## config.mk

```make
export PLATFORM = sky130hd
export DESIGN_NAME = mu_trap_ctrl
export DESIGN_NICKNAME = d
export VERILOG_FILES = /design/src/rtl/mu_trap_pkg.sv /design/src/rtl/mu_event_sel.sv /design/src/rtl/mu_stack_unit.sv /design/src/rtl/mu_trap_regs.sv /design/src/rtl/mu_redirect.sv /design/src/rtl/mu_trap_ctrl.sv
export SDC_FILE = /design/constraint.sdc
export NUM_CORES = 1
export LEC_CHECK = 0
export ABC_CLOCK_PERIOD_IN_PS = 3250
export BUFFER_PORTS_ARGS = -buffer_cell sky130_fd_sc_hd__buf_2
export CORE_ASPECT_RATIO = 1.5
export CORE_MARGIN = 2
export CORE_UTILIZATION = 55
export CTS_CLUSTER_DIAMETER = 150
export DETAILED_ROUTE_END_ITERATION = 10
export HOLD_SLACK_MARGIN = 0.1
export PLACE_DENSITY = 0.86
export SLEW_MARGIN = 5
export SYNTH_ARGS = -nofsm -noshare
export SYNTH_HDL_FRONTEND = slang
export SYNTH_SLANG_ARGS = --single-unit
export TNS_END_PERCENT = 30
```

## constraint.sdc

```tcl
create_clock -name clk -period 3.25 [get_ports clk]
set_input_delay 0.4875 -clock clk [delete_from_list [all_inputs] [get_ports clk]]
set_output_delay 0.4875 -clock clk [all_outputs]
set_load 0.02 [all_outputs]
```

## src/rtl/mu_trap_pkg.sv

```systemverilog
package mu_trap_pkg;

    // CSR addresses decoded by the block
    localparam logic [11:0] ADDR_STATUS = 12'h300;
    localparam logic [11:0] ADDR_TVEC   = 12'h305;
    localparam logic [11:0] ADDR_EPC    = 12'h341;
    localparam logic [11:0] ADDR_CAUSE  = 12'h342;
    localparam logic [11:0] ADDR_TVAL   = 12'h343;

    // Status word bit positions
    localparam int BIT_IE   = 3;
    localparam int BIT_PIE  = 7;
    localparam int BIT_PPLO = 11;
    localparam int BIT_PPHI = 12;

    // Exception codes that leave the trap value at zero
    localparam int CODE_BREAK   = 3;
    localparam int CODE_CALL_LO = 8;
    localparam int CODE_CALL_HI = 11;

    // Vector alignment
    localparam int VEC_ALIGN_BITS = 8;

    typedef enum logic [1:0] {
        EV_NONE = 2'd0,
        EV_TRAP = 2'd1,
        EV_RET  = 2'd2
    } ev_e;

    // Privilege stack; modes kept as one bit (1 = Machine)
    typedef struct packed {
        logic priv_m;
        logic ie;
        logic pie;
        logic pp_m;
    } stack_t;

endpackage

```

## src/rtl/mu_event_sel.sv

```systemverilog
module mu_event_sel
    import mu_trap_pkg::*;
(
    input  logic trap_req_i,
    input  logic mret_i,
    input  logic csr_we_i,
    output ev_e  ev_o,
    output logic wr_ok_o
);
    always_comb begin
        if (trap_req_i) begin
            ev_o = EV_TRAP;
        end else if (mret_i) begin
            ev_o = EV_RET;
        end else begin
            ev_o = EV_NONE;
        end
        wr_ok_o = csr_we_i && (ev_o == EV_NONE);
    end
endmodule

```

## src/rtl/mu_stack_unit.sv

```systemverilog
module mu_stack_unit
    import mu_trap_pkg::*;
(
    input  logic       clk,
    input  logic       rst_n,
    input  ev_e        ev_i,
    input  logic       wr_i,
    input  logic       wr_ie_i,
    input  logic       wr_pie_i,
    input  logic [1:0] wr_pp_i,
    output stack_t     stack_o
);
    stack_t stack_d, stack_q;

    always_comb begin
        stack_d = stack_q;
        unique case (ev_i)
            EV_TRAP: begin
                stack_d.pp_m   = stack_q.priv_m;
                stack_d.pie    = stack_q.ie;
                stack_d.ie     = 1'b0;
                stack_d.priv_m = 1'b1;
            end
            EV_RET: begin
                stack_d.priv_m = stack_q.pp_m;
                stack_d.ie     = stack_q.pie;
                stack_d.pie    = 1'b1;
                stack_d.pp_m   = 1'b0;
            end
            default: begin
                if (wr_i) begin
                    stack_d.ie  = wr_ie_i;
                    stack_d.pie = wr_pie_i;
                    if (wr_pp_i == 2'b11) begin
                        stack_d.pp_m = 1'b1;
                    end else if (wr_pp_i == 2'b00) begin
                        stack_d.pp_m = 1'b0;
                    end
                end
            end
        endcase
    end

    always_ff @(posedge clk or negedge rst_n) begin
        if (!rst_n) begin
            stack_q <= '{priv_m: 1'b1, ie: 1'b0, pie: 1'b0, pp_m: 1'b0};
        end else begin
            stack_q <= stack_d;
        end
    end

    assign stack_o = stack_q;
endmodule

```

## src/rtl/mu_trap_regs.sv

```systemverilog
module mu_trap_regs
    import mu_trap_pkg::*;
#(
    parameter int XLEN       = 32,
    parameter int CODE_W     = 6,
    parameter logic [XLEN-1:0] RESET_BASE = '0,
    localparam int BASE_W    = XLEN - VEC_ALIGN_BITS
) (
    input  logic              clk,
    input  logic              rst_n,
    input  ev_e               ev_i,
    input  logic              trap_irq_i,
    input  logic [CODE_W-1:0] trap_code_i,
    input  logic [XLEN-1:0]   trap_val_i,
    input  logic [XLEN-1:0]   trap_pc_i,
    input  logic              wr_i,
    input  logic [11:0]       wr_addr_i,
    input  logic [XLEN-1:0]   wr_data_i,
    output logic [BASE_W-1:0] base_o,
    output logic [XLEN-1:0]   epc_o,
    output logic              cause_irq_o,
    output logic [CODE_W-1:0] cause_code_o,
    output logic [XLEN-1:0]   tval_o
);
    typedef struct packed {
        logic [BASE_W-1:0] base;
        logic [XLEN-1:0]   epc;
        logic              irq;
        logic [CODE_W-1:0] code;
        logic [XLEN-1:0]   tval;
    } regs_t;

    regs_t regs_d, regs_q;
    logic  zero_val;

    always_comb begin
        zero_val = trap_irq_i
                || (int'(trap_code_i) == CODE_BREAK)
                || (int'(trap_code_i) == CODE_CALL_LO)
                || (int'(trap_code_i) == CODE_CALL_HI);

        regs_d = regs_q;
        if (ev_i == EV_TRAP) begin
            regs_d.epc  = trap_pc_i;
            regs_d.irq  = trap_irq_i;
            regs_d.code = trap_code_i;
            regs_d.tval = zero_val ? '0 : trap_val_i;
        end else if (wr_i) begin
            unique case (wr_addr_i)
                ADDR_TVEC:  regs_d.base = wr_data_i[XLEN-1:VEC_ALIGN_BITS];
                ADDR_EPC:   regs_d.epc  = wr_data_i;
                ADDR_CAUSE: begin
                    regs_d.irq  = wr_data_i[XLEN-1];
                    regs_d.code = wr_data_i[CODE_W-1:0];
                end
                ADDR_TVAL:  regs_d.tval = wr_data_i;
                default: ;
            endcase
        end
    end

    always_ff @(posedge clk or negedge rst_n) begin
        if (!rst_n) begin
            regs_q      <= '0;
            regs_q.base <= RESET_BASE[XLEN-1:VEC_ALIGN_BITS];
        end else begin
            regs_q <= regs_d;
        end
    end

    assign base_o       = regs_q.base;
    assign epc_o        = regs_q.epc;
    assign cause_irq_o  = regs_q.irq;
    assign cause_code_o = regs_q.code;
    assign tval_o       = regs_q.tval;
endmodule

```

## src/rtl/mu_redirect.sv

```systemverilog
module mu_redirect
    import mu_trap_pkg::*;
#(
    parameter int XLEN    = 32,
    parameter int CODE_W  = 6,
    localparam int BASE_W = XLEN - VEC_ALIGN_BITS
) (
    input  ev_e               ev_i,
    input  logic              trap_irq_i,
    input  logic [CODE_W-1:0] trap_code_i,
    input  logic [BASE_W-1:0] base_i,
    input  logic [XLEN-1:0]   epc_i,
    output logic              valid_o,
    output logic [XLEN-1:0]   pc_o
);
    logic [VEC_ALIGN_BITS-1:0] offset;

    always_comb begin
        offset = '0;
        if (trap_irq_i) begin
            offset = VEC_ALIGN_BITS'(trap_code_i) << 2;
        end
        valid_o = (ev_i != EV_NONE);
        unique case (ev_i)
            EV_TRAP: pc_o = {base_i, offset};
            EV_RET:  pc_o = epc_i;
            default: pc_o = '0;
        endcase
    end
endmodule

```

## src/rtl/mu_trap_ctrl.sv

```systemverilog
module mu_trap_ctrl
    import mu_trap_pkg::*;
#(
    parameter int XLEN       = 32,
    parameter int CODE_W     = 6,
    parameter logic [XLEN-1:0] RESET_BASE = '0,
    localparam int BASE_W    = XLEN - VEC_ALIGN_BITS
) (
    input  logic              clk,
    input  logic              rst_n,
    input  logic              trap_req_i,
    input  logic              trap_irq_i,
    input  logic [CODE_W-1:0] trap_code_i,
    input  logic [XLEN-1:0]   trap_val_i,
    input  logic [XLEN-1:0]   trap_pc_i,
    input  logic              mret_i,
    input  logic              csr_we_i,
    input  logic [11:0]       csr_addr_i,
    input  logic [XLEN-1:0]   csr_wdata_i,
    output logic [XLEN-1:0]   csr_rdata_o,
    output logic              redirect_valid_o,
    output logic [XLEN-1:0]   redirect_pc_o,
    output logic [1:0]        priv_o
);
    // Offsets of at most 4*(2^CODE_W - 1) must stay inside the aligned window
    if (CODE_W > VEC_ALIGN_BITS - 2) begin : g_bad_code_w
        initial $error("CODE_W too large for the vector window");
    end
    if (XLEN < 16) begin : g_bad_xlen
        initial $error("XLEN too small");
    end

    ev_e               ev;
    logic              wr_ok;
    stack_t            stk;
    logic              st_priv_m, st_ie, st_pie, st_pp_m;
    logic [BASE_W-1:0] base;
    logic [XLEN-1:0]   epc, tval;
    logic              cause_irq;
    logic [CODE_W-1:0] cause_code;

    mu_event_sel i_sel (
        .trap_req_i (trap_req_i),
        .mret_i     (mret_i),
        .csr_we_i   (csr_we_i),
        .ev_o       (ev),
        .wr_ok_o    (wr_ok)
    );

    mu_stack_unit i_stack (
        .clk      (clk),
        .rst_n    (rst_n),
        .ev_i     (ev),
        .wr_i     (wr_ok && (csr_addr_i == ADDR_STATUS)),
        .wr_ie_i  (csr_wdata_i[BIT_IE]),
        .wr_pie_i (csr_wdata_i[BIT_PIE]),
        .wr_pp_i  (csr_wdata_i[BIT_PPHI:BIT_PPLO]),
        .stack_o  (stk)
    );

    assign st_priv_m = stk.priv_m;
    assign st_ie     = stk.ie;
    assign st_pie    = stk.pie;
    assign st_pp_m   = stk.pp_m;

    mu_trap_regs #(
        .XLEN       (XLEN),
        .CODE_W     (CODE_W),
        .RESET_BASE (RESET_BASE)
    ) i_regs (
        .clk          (clk),
        .rst_n        (rst_n),
        .ev_i         (ev),
        .trap_irq_i   (trap_irq_i),
        .trap_code_i  (trap_code_i),
        .trap_val_i   (trap_val_i),
        .trap_pc_i    (trap_pc_i),
        .wr_i         (wr_ok),
        .wr_addr_i    (csr_addr_i),
        .wr_data_i    (csr_wdata_i),
        .base_o       (base),
        .epc_o        (epc),
        .cause_irq_o  (cause_irq),
        .cause_code_o (cause_code),
        .tval_o       (tval)
    );

    mu_redirect #(
        .XLEN   (XLEN),
        .CODE_W (CODE_W)
    ) i_redir (
        .ev_i        (ev),
        .trap_irq_i  (trap_irq_i),
        .trap_code_i (trap_code_i),
        .base_i      (base),
        .epc_i       (epc),
        .valid_o     (redirect_valid_o),
        .pc_o        (redirect_pc_o)
    );

    always_comb begin
        csr_rdata_o = '0;
        unique case (csr_addr_i)
            ADDR_STATUS: begin
                csr_rdata_o[BIT_IE]             = st_ie;
                csr_rdata_o[BIT_PIE]            = st_pie;
                csr_rdata_o[BIT_PPHI:BIT_PPLO]  = {st_pp_m, st_pp_m};
            end
            ADDR_TVEC:  csr_rdata_o = {base, VEC_ALIGN_BITS'(1)};
            ADDR_EPC:   csr_rdata_o = epc;
            ADDR_CAUSE: begin
                csr_rdata_o[XLEN-1]     = cause_irq;
                csr_rdata_o[CODE_W-1:0] = cause_code;
            end
            ADDR_TVAL:  csr_rdata_o = tval;
            default: ;
        endcase
        priv_o = {st_priv_m, st_priv_m};
    end
endmodule

```

==> results.rst <==
.. list-table::
   :header-rows: 1

   * - Metric
     - Value
   * - Clock edge transition at the registers on the reported setup and hold paths
     - 70 ps
   * - Via density
     - 6.27
   * - P per Cell Area
     - 420 nW/um2
   * - ANT nets after route
     - 0
   * - Setup CP Type
     - input pin to output port
   * - Maximum count of clock buffers along a single path
     - 2
   * - Final RePlAce weighted congestion
     - 0.898
   * - Clock Skews
     - 2.42 ps
   * - CTS Buf Count
     - 9
   * - #FFs+latches synth
     - 99
   * - Maximum clock frequency
     - 358 MHz
   * - Final Hold Slack
     - 264 ps
   * - Worst-case setup slack after placement
     - 495 ps
   * - Die height
     - 129 um
   * - Cell area after technology mapping
     - 5690 um2
   * - Detailed-routing iteration count for the pre-antenna-repair pass
     - 7
   * - Final net count
     - 899
   * - Number of distinct library cell variants in the gate-level netlist after synthesis
     - 50
   * - Latest clock arrival within the worst-skew pair
     - 340 ps
   * - Share of the cycle needed by the critical path after routing
     - 0.861
   * - First-pass GRT wire length
     - 27.3 mm
   * - Post-Route Utilization
     - 0.690
   * - Initial antenna violation count
     - 0
   * - Worst hold-check path type
     - input pin to asynchronous set/reset pin
   * - MaxCap Viol Count
     - 0
   * - Count of unresolved DRC violations after routing
     - 0
   * - Number of top-level pins
     - 187
   * - Fraction of the yosys area taken by sequential cells
     - 0.436
   * - Clock tree from TritonCTS
     - built
   * - Synthesized Nets
     - 742
   * - IR Drop Worst-Case VDD
     - 253 uV
   * - Largest net degree at the start of global routing
     - 73
   * - Post-route worst setup slack
     - 453 ps
   * - Required time of the worst setup path
     - 2760 ps
   * - Final period demand of the worst path
     - 2800 ps
   * - Number of buffers added for setup after CTS
     - 0
   * - Depth of the most critical reg-to-reg path
     - 2
   * - CTS root buf
     - clkbuf_16
   * - Drt total wl
     - 17.2 mm
   * - Htree depth
     - 3
   * - Endpoints failing hold
     - 0
   * - Slew of the pin with the lowest slew margin
     - 913 ps
   * - Total global routing overflow
     - 0
   * - Type of origin of the critical path
     - input pin
   * - DIE WIDTH
     - 87.0 um
   * - Layout cells sized above 1
     - 0.315
   * - Critical Path Sink Type
     - output port
   * - CTS sink count
     - 99
   * - EDFF count, synth
     - 0
   * - Initial cell density of the core
     - 0.564
   * - Syn. warnings
     - 0
   * - Synth Instances
     - 621
   * - Static leakage power
     - 3.85 nW
   * - Die area
     - 11200 um2
   * - Cts-stage hold buffer count
     - 0
   * - Sequential cell area in the final layout
     - 2480 um2
   * - Total number of vias
     - 5644
   * - Share of flip-flops with an asynchronous set or reset after synthesis
     - 1.00
   * - Number of inserted diodes
     - 0
   * - Arrival @ worst endpoint
     - 2310 ps
   * - RSZ-0062 raised after global routing
     - false
   * - Number of global-route vias before repair
     - 5660
   * - Most used flip-flop cell after synthesis
     - dfrtp_1
   * - Max Fanout on Critical Path
     - 23
   * - Post-Syn Area per Cell
     - 9.16 um2
   * - DRC marker count from the first detailed-route iteration
     - 617
   * - Max-slew violation total from the final report
     - 0
   * - Slew Limit Headroom
     - 0.391
   * - Sum of negative setup slack
     - 0 ps
   * - Number of filler cells placed in the layout
     - 780
   * - Status
     - finished clean
   * - Area occupied by multi-input gates
     - 2850 um2
   * - All-Layer GR Usage
     - 0.309
   * - Number of rows in the core area
     - 45
   * - Core region area
     - 10100 um2
   * - Gates resized, CTS repair
     - 0
   * - Final setup violating endpoints
     - 0
   * - DP HPWL
     - 11.7 mm
   * - Avg WL per Cell
     - 19.1 um
   * - Port buffer count
     - 186
   * - Area Growth Syn to Fin
     - 22.3%
area by class of cell:
type | count | area share
multi-input cells | 436 | 0.409
flip-flops and latches | 99 | 0.356
clock inverters | 5 | 0.00864
inverters | 30 | 0.0162
clock buffers | 11 | 0.0363
well taps | 117 | 0.0211
repair buffers | 202 | 0.152
cells by family (layout without fill, tap and decap cells):
group / Yosys count / count (layout) / share of synthesized area
compound gates: 148 / 148 / 0.187
fa+ha+maj: 1 / 1 / 0.00220
buf+inv: 86 / 248 / 0.0688
flops: 99 / 99 / 0.436
mux: 66 / 66 / 0.121
simple gates: 221 / 221 / 0.185
critical path, cell delays in order:
cell	delay (ps)
buf_2	180
or4b_4	580
nor4_4	250
buf_4	370
a222oi_1	200
inv_1	80
buf_2	160
through the flow:
stage	area, um2	total power [mW]	std cells
6_report	6950	2.92	900
5_1_grt	6950	3.04	900
4_1_cts	6950	2.94	900
3_5_place_dp	6640	1.83	884
3_3_place_gp	6640	1.81	884
2_1_floorplan	5690	1.63	621
sequential cells by signal, summed over array words and instances (netlist names):
register             flops
i_regs.cause_code_o      6
i_stack.stack_o          4
i_regs.epc_o            32
i_regs.tval_o           32
i_regs.cause_irq_o       1
i_regs.base_o           24
cells in the mapped netlist, drive strengths merged (4+ instances only):
cell | count | area [um2]
a31oi | 32 | 200
nor2 | 38 | 143
a22oi | 4 | 30.0
buf | 19 | 140
nand2 | 121 | 454
mux2i | 42 | 420
or4 | 4 | 37.5
inv | 30 | 113
clkbuf | 37 | 139
mux2 | 24 | 270
dfrtp | 98 | 2450
nor4 | 5 | 52.6
a21oi | 6 | 30.0
a22o | 24 | 210
o21ai | 48 | 240
a222oi | 25 | 250
or3 | 33 | 206
worst paths after layout:
check | startpoint | to | slack, ps
max | csr_addr_i[1] | csr_rdata_o[27] | 450
min | rst_n | i_regs.epc_o[9] | 260
min reg2reg | i_regs.base_o[9] | i_regs.base_o[9] | 530
max reg2reg | i_stack.stack_o[3] | i_stack.stack_o[0] | 2270
max in group asynchronous | rst_n | i_stack.stack_o[3] | 2150
min in group clk | trap_pc_i[23] | i_regs.epc_o[23] | 350
per-layer routing:
metal  global-route usage  vias to the layer above  wire length [um]
li1                     -                     2544                 -
met1                0.368                     2673              6120
met2                0.515                      356              8920
met3               0.0539                       71              1370
met4                0.187                        0               799
met5                    0                        -                 0
where the power goes:
group / total [mW] / leakage [nW] / internal (mW) / switching (mW)
sequential: 1.39 / 1.23 / 1.32 / 0.0661
combinational: 0.430 / 2.47 / 0.171 / 0.259
clock: 1.11 / 0.152 / 0.642 / 0.464
total: 2.92 / 3.85 / 2.14 / 0.789
cells in the final DEF (no fill, tap or decap), drive strengths merged, types with 6 or more instances in the layout:
master,instances
a21oi,6
a222oi,25
a22o,24
a31oi,32
buf,202
clkbuf,11
dfrtp,98
inv,31
mux2,24
mux2i,42
nand2,121
nor2,38
o21ai,48
or3,33
Note: power is estimated with default switching activity, not from simulation.
